===== config.mk =====
export PLATFORM = sky130hd
export DESIGN_NAME = wb_axi_bridge
export DESIGN_NICKNAME = d
export VERILOG_FILES = /design/src/rtl/wbax_pkg.sv /design/src/rtl/wbax_decode.sv /design/src/rtl/wbax_lite_master.sv /design/src/rtl/wbax_stream_port.sv /design/src/rtl/wb_axi_bridge.sv
export SDC_FILE = /design/constraint.sdc
export NUM_CORES = 1
export LEC_CHECK = 0
export ABC_AREA = 0
export BUFFER_PORTS_ARGS = -buffer_cell sky130_fd_sc_hd__buf_2
export CELL_PAD_IN_SITES_DETAIL_PLACEMENT = 1
export CELL_PAD_IN_SITES_GLOBAL_PLACEMENT = 2
export CORE_MARGIN = 3
export CORE_UTILIZATION = 25
export CTS_BUF_LIST = sky130_fd_sc_hd__clkbuf_4 sky130_fd_sc_hd__clkbuf_8 sky130_fd_sc_hd__clkbuf_16
export CTS_CLUSTER_DIAMETER = 30
export DETAILED_ROUTE_END_ITERATION = 10
export PLACE_DENSITY_LB_ADDON = 0.1
export SLEW_MARGIN = 15
export SYNTH_ARGS = -nofsm -noshare
export SYNTH_HDL_FRONTEND = slang
export SYNTH_SLANG_ARGS = --single-unit

===== constraint.sdc =====
create_clock -name clk -period 2.2 [get_ports clk]
set_clock_uncertainty 0.2 [all_clocks]
set_input_delay 0.44 -clock clk [delete_from_list [all_inputs] [get_ports clk]]
set_output_delay 0.44 -clock clk [all_outputs]
set_load 0.005 [all_outputs]

===== src/rtl/wbax_pkg.sv =====
package wbax_pkg;

    typedef enum logic [2:0] {
        RT_NONE,
        RT_LITE_WR,
        RT_LITE_RD,
        RT_PUSH,
        RT_PULL,
        RT_NULL
    } route_e;

    typedef enum logic [1:0] {
        Q_IDLE,
        Q_LITE,
        Q_STREAM,
        Q_ACK
    } seq_state_e;

    typedef enum logic [1:0] {
        L_IDLE,
        L_WRITE,
        L_RADDR,
        L_RDATA
    } lite_state_e;

    typedef enum logic [1:0] {
        P_IDLE,
        P_PUSH,
        P_WAIT,
        P_TAKE
    } strm_state_e;

    localparam int OFS_W = 16;

    localparam logic [OFS_W-1:0] OFS_CTRL    = 16'h0000;
    localparam logic [OFS_W-1:0] OFS_LEN     = 16'h0010;
    localparam logic [OFS_W-1:0] OFS_TAPS    = 16'h0014;
    localparam logic [OFS_W-1:0] OFS_PUSH    = 16'h0040;
    localparam logic [OFS_W-1:0] OFS_PULL    = 16'h0044;
    localparam logic [OFS_W-1:0] OFS_COEF_LO = 16'h0080;

endpackage


===== src/rtl/wbax_decode.sv =====
module wbax_decode
    import wbax_pkg::*;
#(
    parameter int ADDR_W = 32,
    parameter int LITE_AW = 12,
    parameter logic [ADDR_W-OFS_W-1:0] WIN_BASE = '0
) (
    input  logic                 req,
    input  logic                 we,
    input  logic [ADDR_W-1:0]    adr,
    output route_e               route,
    output logic [LITE_AW-1:0]   lite_addr
);

    localparam logic [OFS_W:0] LITE_SPAN = (OFS_W+1)'(1) << LITE_AW;

    logic             win_hit;
    logic [OFS_W-1:0] offset;
    logic             is_reg;
    logic             is_coef;

    assign win_hit   = (adr[ADDR_W-1:OFS_W] == WIN_BASE);
    assign offset    = adr[OFS_W-1:0];
    assign is_coef   = (offset >= OFS_COEF_LO) && ({1'b0, offset} < LITE_SPAN);
    assign is_reg    = (offset == OFS_CTRL) || (offset == OFS_LEN) ||
                       (offset == OFS_TAPS) || is_coef;
    assign lite_addr = offset[LITE_AW-1:0];

    always_comb begin
        route = RT_NONE;
        if (req && win_hit) begin
            if (is_reg) begin
                route = we ? RT_LITE_WR : RT_LITE_RD;
            end else if ((offset == OFS_PUSH) && we) begin
                route = RT_PUSH;
            end else if ((offset == OFS_PULL) && !we) begin
                route = RT_PULL;
            end else begin
                route = RT_NULL;
            end
        end
    end

endmodule


===== src/rtl/wbax_lite_master.sv =====
module wbax_lite_master
    import wbax_pkg::*;
#(
    parameter int DATA_W = 32,
    parameter int LITE_AW = 12
) (
    input  logic                  clk,
    input  logic                  rst_n,
    input  logic                  start_wr,
    input  logic                  start_rd,
    input  logic [LITE_AW-1:0]    req_addr,
    input  logic [DATA_W-1:0]     req_data,
    input  logic [DATA_W/8-1:0]   req_strb,
    output logic                  done,
    output logic [DATA_W-1:0]     rd_data,
    output logic                  awvalid,
    input  logic                  awready,
    output logic [LITE_AW-1:0]    awaddr,
    output logic                  wvalid,
    input  logic                  wready,
    output logic [DATA_W-1:0]     wdata,
    output logic [DATA_W/8-1:0]   wstrb,
    output logic                  arvalid,
    input  logic                  arready,
    output logic [LITE_AW-1:0]    araddr,
    input  logic                  rvalid,
    output logic                  rready,
    input  logic [DATA_W-1:0]     rdata
);

    lite_state_e          state_q, state_d;
    logic                 aw_ok_q, w_ok_q;
    logic                 wr_fin;
    logic [LITE_AW-1:0]   addr_q;
    logic [DATA_W-1:0]    data_q;
    logic [DATA_W/8-1:0]  strb_q;

    assign wr_fin = (aw_ok_q || awready) && (w_ok_q || wready);

    always_comb begin
        state_d = state_q;
        unique case (state_q)
            L_IDLE: begin
                if (start_wr)      state_d = L_WRITE;
                else if (start_rd) state_d = L_RADDR;
            end
            L_WRITE: if (wr_fin)  state_d = L_IDLE;
            L_RADDR: if (arready) state_d = L_RDATA;
            L_RDATA: if (rvalid)  state_d = L_IDLE;
            default:              state_d = L_IDLE;
        endcase
    end

    always_ff @(posedge clk or negedge rst_n) begin
        if (!rst_n) begin
            state_q <= L_IDLE;
        end else begin
            state_q <= state_d;
        end
    end

    always_ff @(posedge clk or negedge rst_n) begin
        if (!rst_n) begin
            aw_ok_q <= 1'b0;
            w_ok_q  <= 1'b0;
            addr_q  <= '0;
            data_q  <= '0;
            strb_q  <= '0;
        end else begin
            if (state_q == L_IDLE && (start_wr || start_rd)) begin
                addr_q <= req_addr;
                data_q <= req_data;
                strb_q <= req_strb;
            end
            if (state_q == L_WRITE) begin
                if (wr_fin) begin
                    aw_ok_q <= 1'b0;
                    w_ok_q  <= 1'b0;
                end else begin
                    if (awready) aw_ok_q <= 1'b1;
                    if (wready)  w_ok_q  <= 1'b1;
                end
            end
        end
    end

    assign awvalid = (state_q == L_WRITE) && !aw_ok_q;
    assign wvalid  = (state_q == L_WRITE) && !w_ok_q;
    assign awaddr  = addr_q;
    assign wdata   = data_q;
    assign wstrb   = strb_q;
    assign arvalid = (state_q == L_RADDR);
    assign araddr  = addr_q;
    assign rready  = (state_q == L_RDATA);
    assign rd_data = rdata;
    assign done    = ((state_q == L_WRITE) && wr_fin) ||
                     ((state_q == L_RDATA) && rvalid);

endmodule


===== src/rtl/wbax_stream_port.sv =====
module wbax_stream_port
    import wbax_pkg::*;
#(
    parameter int DATA_W = 32
) (
    input  logic               clk,
    input  logic               rst_n,
    input  logic               start_push,
    input  logic               start_pull,
    input  logic [DATA_W-1:0]  push_data,
    output logic               done,
    output logic [DATA_W-1:0]  pull_data,
    output logic               in_tvalid,
    input  logic               in_tready,
    output logic [DATA_W-1:0]  in_tdata,
    input  logic               out_tvalid,
    output logic               out_tready,
    input  logic [DATA_W-1:0]  out_tdata
);

    strm_state_e        state_q, state_d;
    logic [DATA_W-1:0]  sample_q;

    always_comb begin
        state_d = state_q;
        unique case (state_q)
            P_IDLE: begin
                if (start_push)      state_d = P_PUSH;
                else if (start_pull) state_d = P_WAIT;
            end
            P_PUSH: if (in_tready)  state_d = P_IDLE;
            P_WAIT: if (out_tvalid) state_d = P_TAKE;
            P_TAKE:                 state_d = P_IDLE;
            default:                state_d = P_IDLE;
        endcase
    end

    always_ff @(posedge clk or negedge rst_n) begin
        if (!rst_n) begin
            state_q <= P_IDLE;
        end else begin
            state_q <= state_d;
        end
    end

    always_ff @(posedge clk or negedge rst_n) begin
        if (!rst_n) begin
            sample_q <= '0;
        end else if (state_q == P_IDLE && start_push) begin
            sample_q <= push_data;
        end
    end

    assign in_tvalid  = (state_q == P_PUSH);
    assign in_tdata   = sample_q;
    assign out_tready = (state_q == P_TAKE);
    assign pull_data  = out_tdata;
    assign done       = ((state_q == P_PUSH) && in_tready) || (state_q == P_TAKE);

endmodule


===== src/rtl/wb_axi_bridge.sv =====
module wb_axi_bridge
    import wbax_pkg::*;
#(
    parameter int ADDR_W = 32,
    parameter int DATA_W = 32,
    parameter int LITE_AW = 12,
    parameter logic [ADDR_W-OFS_W-1:0] WIN_BASE = 16'h3000
) (
    input  logic                  clk,
    input  logic                  rst_n,
    input  logic                  wb_cyc,
    input  logic                  wb_stb,
    input  logic                  wb_we,
    input  logic [DATA_W/8-1:0]   wb_sel,
    input  logic [ADDR_W-1:0]     wb_adr,
    input  logic [DATA_W-1:0]     wb_dat_w,
    output logic [DATA_W-1:0]     wb_dat_r,
    output logic                  wb_ack,
    output logic                  axi_awvalid,
    input  logic                  axi_awready,
    output logic [LITE_AW-1:0]    axi_awaddr,
    output logic                  axi_wvalid,
    input  logic                  axi_wready,
    output logic [DATA_W-1:0]     axi_wdata,
    output logic [DATA_W/8-1:0]   axi_wstrb,
    output logic                  axi_arvalid,
    input  logic                  axi_arready,
    output logic [LITE_AW-1:0]    axi_araddr,
    input  logic                  axi_rvalid,
    output logic                  axi_rready,
    input  logic [DATA_W-1:0]     axi_rdata,
    output logic                  in_tvalid,
    input  logic                  in_tready,
    output logic [DATA_W-1:0]     in_tdata,
    input  logic                  out_tvalid,
    output logic                  out_tready,
    input  logic [DATA_W-1:0]     out_tdata
);

    seq_state_e          seq_q, seq_d;
    route_e              route;
    logic [LITE_AW-1:0]  lite_addr;
    logic                idle;
    logic                lite_done, strm_done;
    logic [DATA_W-1:0]   lite_rd, strm_rd;
    logic                is_read_q;
    logic [DATA_W-1:0]   rd_q;

    wbax_decode #(
        .ADDR_W   (ADDR_W),
        .LITE_AW  (LITE_AW),
        .WIN_BASE (WIN_BASE)
    ) decode_i (
        .req       (wb_cyc && wb_stb),
        .we        (wb_we),
        .adr       (wb_adr),
        .route     (route),
        .lite_addr (lite_addr)
    );

    assign idle = (seq_q == Q_IDLE);

    wbax_lite_master #(
        .DATA_W  (DATA_W),
        .LITE_AW (LITE_AW)
    ) lite_i (
        .clk      (clk),
        .rst_n    (rst_n),
        .start_wr (idle && route == RT_LITE_WR),
        .start_rd (idle && route == RT_LITE_RD),
        .req_addr (lite_addr),
        .req_data (wb_dat_w),
        .req_strb (wb_sel),
        .done     (lite_done),
        .rd_data  (lite_rd),
        .awvalid  (axi_awvalid),
        .awready  (axi_awready),
        .awaddr   (axi_awaddr),
        .wvalid   (axi_wvalid),
        .wready   (axi_wready),
        .wdata    (axi_wdata),
        .wstrb    (axi_wstrb),
        .arvalid  (axi_arvalid),
        .arready  (axi_arready),
        .araddr   (axi_araddr),
        .rvalid   (axi_rvalid),
        .rready   (axi_rready),
        .rdata    (axi_rdata)
    );

    wbax_stream_port #(
        .DATA_W (DATA_W)
    ) strm_i (
        .clk        (clk),
        .rst_n      (rst_n),
        .start_push (idle && route == RT_PUSH),
        .start_pull (idle && route == RT_PULL),
        .push_data  (wb_dat_w),
        .done       (strm_done),
        .pull_data  (strm_rd),
        .in_tvalid  (in_tvalid),
        .in_tready  (in_tready),
        .in_tdata   (in_tdata),
        .out_tvalid (out_tvalid),
        .out_tready (out_tready),
        .out_tdata  (out_tdata)
    );

    always_comb begin
        seq_d = seq_q;
        unique case (seq_q)
            Q_IDLE: begin
                unique case (route)
                    RT_LITE_WR, RT_LITE_RD: seq_d = Q_LITE;
                    RT_PUSH, RT_PULL:       seq_d = Q_STREAM;
                    RT_NULL:                seq_d = Q_ACK;
                    default:                seq_d = Q_IDLE;
                endcase
            end
            Q_LITE:   if (lite_done) seq_d = Q_ACK;
            Q_STREAM: if (strm_done) seq_d = Q_ACK;
            Q_ACK:    seq_d = Q_IDLE;
            default:  seq_d = Q_IDLE;
        endcase
    end

    always_ff @(posedge clk or negedge rst_n) begin
        if (!rst_n) begin
            seq_q <= Q_IDLE;
        end else begin
            seq_q <= seq_d;
        end
    end

    always_ff @(posedge clk or negedge rst_n) begin
        if (!rst_n) begin
            is_read_q <= 1'b0;
            rd_q      <= '0;
        end else begin
            unique case (seq_q)
                Q_IDLE: begin
                    is_read_q <= (route == RT_LITE_RD) || (route == RT_PULL);
                    rd_q      <= '0;
                end
                Q_LITE: begin
                    if (lite_done) rd_q <= is_read_q ? lite_rd : '0;
                end
                Q_STREAM: begin
                    if (strm_done) rd_q <= is_read_q ? strm_rd : '0;
                end
                default: ;
            endcase
        end
    end

    assign wb_ack   = (seq_q == Q_ACK);
    assign wb_dat_r = rd_q;

endmodule


Word level (Yosys, flattened, before mapping). Cells that the tools add are included.

Flip-flop bits (word level): 121. Bits of input ports: 143. Output and inout port bits: 131. Logic and storage cells: 114.

Order comparisons: 2. Equality and inequality tests: 28. Muxes and demuxes: 29. Reductions and logical operators: 44.

Operator list (number): 32-bit 2-to-1 mux (4); 32-bit case mux with 3 select lines (1); 16-bit by 5-bit == test with 1-bit output, second input constant (2); 16-bit by 7-bit == test with 1-bit output, second input constant (2); 2-bit 2-to-1 mux (12); 2-bit case mux with 4 select lines (3); 1-bit logical AND (17); 16-bit by 14-bit == test with 1-bit output, second input constant (1); 16-bit by 8-bit greater-or-equal comparator with 1-bit output, second input constant (1); 16-bit zero test (1); 16-bit by 13-bit less-than comparator with 1-bit output, second input constant (1); 2-bit == test, second input constant (6); 1-bit logical OR (9); 3-bit 2-to-1 mux (3); 2-bit != test, second input constant (4); 2-bit by 1-bit == test with 1-bit output, second input constant (3); 3-bit by 2-bit == test with 1-bit output, second input constant (2); 3-bit == test, second input constant (2); 2-bit zero test (3); 2-bit by 1-bit != test with 1-bit output, second input constant (3); 3-bit by 1-bit != test with 1-bit output, second input constant (2); 2-bit case mux with 3 select lines (1); 2-bit AND reduction (3); 3-bit AND reduction (2); 7 further kinds (15).

Longest topological paths before layout.
Word-level depth: 11. Gate-level depth with buffers: 7. Gate-level depth less buffers: 5.

Modules after synthesis. Synthesis repeated with hierarchy kept, for this count alone.

Cell total of the unflattened synthesis: 495. Area total of the unflattened synthesis: 6112.1 µm².

By module, submodules not included: wbax_lite_master (times used 1, cells each 174, area an instance 2374.8 µm², seq. area each 1301.2 µm²); wb_axi_bridge (times used 1, cells each 174, area an instance 1910.6 µm², seq. area each 875.8 µm²); wbax_stream_port (times used 1, cells each 112, area an instance 1564.0 µm², seq. area each 850.8 µm²); wbax_decode (times used 1, cells each 35, area an instance 262.8 µm², seq. area each 0.0 µm²).

Worst setup path after synthesis. No wires, ideal clock.

Path type: in2reg. Start point: input port wb_adr[19]. End point: register lite_i.addr_q[0] (netlist: lite_i.araddr[0]). Setup time: 0.125 ns. Data arrival time: 2.236 ns. Required time: 1.875 ns. Slack: -0.361 ns. Cell stages on the path: 6. Path buffers: 2. Cells stage by stage: or4_1 > nor4_4 > nand4_2 > buf_4 > buf_6 > mux2_4.

Word-level cells in the longest chain between the ends: 7. Elaborated cells on any way between the ends: 9. Those cells by class: 3 x eq/ne; 1 x mux; 5 x reduce/logical.

RTL lines: start: declaration (RTL line wb_axi_bridge.sv:15) `input logic [ADDR_W-1:0] wb_adr,`; 16-bit by 14-bit == test with 1-bit output (*) (RTL line wbax_decode.sv:22) `assign win_hit = (adr[ADDR_W-1:OFS_W] == WIN_BASE);`; 1-bit logical AND (*) (RTL line wbax_decode.sv:31) `if (req && win_hit) begin`; 3-bit 2-to-1 mux (*) (RTL line wbax_decode.sv:31); 3-bit by 1-bit == test with 1-bit output / 3-bit by 2-bit == test with 1-bit output (equally long branches) (RTL line wb_axi_bridge.sv:69, wb_axi_bridge.sv:70); 1-bit logical AND, on equally long branches (RTL line wb_axi_bridge.sv:69, wb_axi_bridge.sv:70); 1-bit logical OR (*) (RTL line wbax_lite_master.sv:70) `if (state_q == L_IDLE && (start_wr || start_rd)) begin`; 1-bit logical AND (*) (RTL line wbax_lite_master.sv:70); end signal: assignment (RTL line wbax_lite_master.sv:71) `addr_q <= req_addr;`; end: declaration (RTL line wbax_lite_master.sv:34) `logic [LITE_AW-1:0] addr_q;`.

Every way passes the cells marked *; elsewhere a longest branch is shown, timed or not. A chain may end at the register's enable or synchronous reset.

Final worst setup path.
Start point: input port wb_adr[19]. End point: register lite_i.data_q[9] (netlist: lite_i.wdata[9]).

Word-level cells in the longest chain between the ends: 7. Elaborated cells on any way between the ends: 9. Those cells by class: 3 x eq/ne; 1 x mux; 5 x reduce/logical.

RTL lines: 16-bit by 14-bit == test with 1-bit output (*) (RTL line wbax_decode.sv:22); 1-bit logical AND (*) (RTL line wbax_decode.sv:31); 3-bit 2-to-1 mux (*) (RTL line wbax_decode.sv:31); 3-bit by 1-bit == test with 1-bit output / 3-bit by 2-bit == test with 1-bit output (equally long branches) (RTL line wb_axi_bridge.sv:69, wb_axi_bridge.sv:70); 1-bit logical AND, on equally long branches (RTL line wb_axi_bridge.sv:69, wb_axi_bridge.sv:70); 1-bit logical OR (*) (RTL line wbax_lite_master.sv:70); 1-bit logical AND (*) (RTL line wbax_lite_master.sv:70); end signal: assignment (RTL line wbax_lite_master.sv:72) `data_q <= req_data;`; end: declaration (RTL line wbax_lite_master.sv:35) `logic [DATA_W-1:0] data_q;`.

Marked as above.

==> impl_metrics.yaml <==
pwr:
  power.total_mw: 6.39
  leakage_power_nw: 4.43
  combinationalPowerShare_pct: 21.5
  switchingPower_mw: 1.92
  peakVddDrop_mv: 0.559
  power_density_mw_per_mm2: 816
  sw_frac_of_total_pct: 30.0
  share_clk_of_total_power_pct: 42.2
  seq_power_share_pct: 36.3
  p_int_mw: 4.47
critical_path:
  critical_path_arrival_ns: 2.23
  worst-setup-path-type: "in2reg"
  critical_path.max_fanout: 48
  critPathRequiredTime_ns: 2.29
  ff2ff_path_depth: 6
  critPathMaxStageDelay_ns: 0.54
  worstSetupStartpointType: "input port"
  critical_path.cell_chain: "buf_2 -> or4_4 -> nor4_4 -> buf_4 -> nand4_4 -> buf_12 -> mux2_4"
  worst_setup_path_end_kind: "register"
  critical-path-slowest-cell: "or4_4"
sta:
  finalHoldViolations: 0
  post-route-min-period_ns: 2.15
  finalWorstSetupSlack_ns: 0.0531
  final.period_utilization_pct: 97.6
  max_freq_mhz: 466
  worst_hold_slack_after_final_layout_ns: 0.0666
  timing.final.max_slew_violations: 0
  rsz0062_at_grt: "no"
  worst_slew_margin_rel_pct: 62.0
  final_report_setup_violation_count: 0
  max_slew.worst_pin.slew_ns: 0.570
  final_sum_of_negative_setup_slack_ns: 0
floorplan:
  core_region_area_mm2: 0.0212
  floorplan.rows: 53
  start_util_pct: 25.7
  fp.dieW_um: 154
  ioPinCount: 274
  floorplan.die.height_um: 154
  design.die.area_mm2: 0.0236
detailed_routing:
  wl_per_cell_um: 17.3
  antenna_left: 0
  vias_per_cell: 4.45
  detail_route.drc_violations: 0
  drt_first_pass_iters: 4
  count_of_vias_placed_by_the_detailed_router: 4364
  finalWirelength_um: 16900
  initialDrtViolationCount: 123
synth:
  muxShareOfSynthArea_pct: 24.5
  asyncSetResetFlopFracSynth_pct: 100
  synth.avg_cell_area_um2: 13.3
  post_synth_xor_area_fraction_pct: 0.161
  syn_nets: 557
  mappedNetlistArea_mm2: 0.00545
  dominant_combinational_cell_family_by_area_after_synthesis: "multiplexers"
  synthFlopType: "dfrtp_1"
  synth-simple-area-share_pct: 8.03
  post_synth_fa_ha_maj_area_fraction_pct: 1.15
  synth_cell_types: 42
  ffs_latches_synth: 121
  yosys_warnings: 0
  synth_seq_area_share_pct: 55.5
  synth_cells: 409
  synth_edf_count: 0
  post_synthesis_compound_gate_area_fraction_pct: 6.61
clock_network:
  clkTransAtPathRegs_ns: 0.06
  tritoncts_num_sinks: 121
  tritoncts_clock_tree: "done"
  cts_max_path_buffers: 2
  cts_root_buf: "clkbuf_16"
  numCtsBuffers: 17
  cts_htree_levels: 4
  clk-insertion-delay-late_ns: 0.40
global_routing:
  globalRouteTotalUtil_pct: 14.0
  wire_length_of_the_first_global_routing_pass_um: 26400
  via_count_of_the_first_global_routing_pass: 4805
  globalRoute.totalOverflow: 0
  grt_antenna_before_repair: 2
  largest_net_degree_at_the_start_of_global_routing: 49
layout:
  design_area_mm2: 0.00784
  post_layout_nonfiller_instances: 980
  drive_above_1_share_pct: 63.2
  nNetsFinal: 839
  areaGrowthSynthToFinish_pct: 43.7
  finalCoreUtilization_pct: 36.9
run:
  maxCapViolCount: 0
place:
  weighted_congestion_at_the_end_of_routability_driven_global_placement: 0.804
  pre_cts_ws_ns: -0.416
  numPlacedInstances: 945
  dp_hpwl_um: 12700
  post_dp_cell_area_mm2: 0.00723
  numPortBuffers: 273
hold_path:
  hold_path_depth: 2
  worst_min_delay_path_category: "in2reg"
run_status:
  result_of_the_run: "finished, final reports clean"
worst max-delay path, delay by kind of cell:
family | cells | cell delay [ns]
buffers and inverters | 3 | 0.50
muxes | 1 | 0.34
and+or+nand+nor | 3 | 0.90
per-layer routing:
metal | vias up | track usage, % | part of all wire [%]
met5 | - | 0 | 0.041
met4 | 2 | 4.16 | 1.5
met3 | 19 | 6.22 | 8.8
met2 | 160 | 22.7 | 48
met1 | 2148 | 16.9 | 41
li1 | 2035 | - | -
logic make-up (layout without fill, tap and decap cells):
logic type / after synthesis / in the layout
and+or+nand+nor: 81 / 81
adders and majority gates: 5 / 5
AOI/OAI and AO/OA: 49 / 49
xor gates and xnor gates: 1 / 1
other: 0 / 1
muxes: 112 / 112
buffers and inverters: 40 / 335
DFF: 121 / 121
placed cells by master, fill, tap and decap left out, types with 4 or more instances in the layout:
cell type	count
dfrtp_1	121
nand2_1	7
mux2_2	91
a21oi_1	5
ha_1	5
a22oi_1	33
clkinvlp_4	4
nor2_1	39
inv_1	6
buf_12	7
clkbuf_16	17
inv_6	6
mux2_4	20
buf_4	17
buf_2	272
cells in the mapped netlist (4+ instances only):
| master | n | area (um^2) |
|---|---|---|
| mux2_4 | 20 | 300 |
| inv_1 | 6 | 22.5 |
| a21oi_1 | 5 | 25.0 |
| nor2_1 | 39 | 146 |
| a22oi_1 | 33 | 248 |
| mux2_2 | 91 | 1020 |
| buf_4 | 13 | 97.6 |
| nand2_1 | 7 | 26.3 |
| dfrtp_1 | 121 | 3030 |
| clkbuf_1 | 15 | 56.3 |
| or4_1 | 4 | 30.0 |
| ha_1 | 5 | 62.6 |
power by group through the flow:
stage,Sequential (mW),Clock (mW),Combinational [mW]
finish,2.32,2.70,1.37
global route,2.33,2.89,1.53
CTS,2.32,2.79,1.42
detailed placement,2.36,0,1.41
global placement,2.36,0,1.39
floorplan,2.35,0,0.865
layout make-up:
cell class / instances / area (um^2)
diodes: 1 / 2.50
fillers: 2373 / 13400
well taps: 275 / 344
clock buffers: 18 / 433
repair buffers: 297 / 1640
flip-flops and latches: 121 / 3030
clock inverters: 14 / 138
multi-input cells: 248 / 2230
inverters: 6 / 22.5
flip-flops by register name (all words and copies together), names as in the netlist, 2 cells and up:
signal,cells
lite_i.state_q,2
seq_q,2
wb_dat_r,32
lite_i.wstrb,4
lite_i.araddr,12
lite_i.wdata,32
strm_i.state_q,2
strm_i.in_tdata,32
worst paths after layout:
check / from / to / slack (ns)
worst max register to register: seq_q[0] / lite_i.wdata[5] / 0.13
min in group asynchronous: rst_n / lite_i.araddr[5] / 0.37
worst max-delay path: wb_adr[19] / lite_i.wdata[9] / 0.05
worst min-delay path: wb_sel[0] / lite_i.wstrb[0] / 0.07
worst min register to register: lite_i.wdata[25] / lite_i.wdata[25] / 0.30
max in group asynchronous: rst_n / lite_i.wdata[17] / 0.83
repair_timing:
| item | CTS | global route |
|---|---|---|
| resized for setup | 0 | 1 |
| endpoints found under the hold margin | 33 | 0 |
| buffers inserted | 0 | 1 |
| setup endpoints to repair | 0 | 37 |
| hold buffers | 1 | 0 |
No activity file was read; power rests on OpenSTA's default activity.
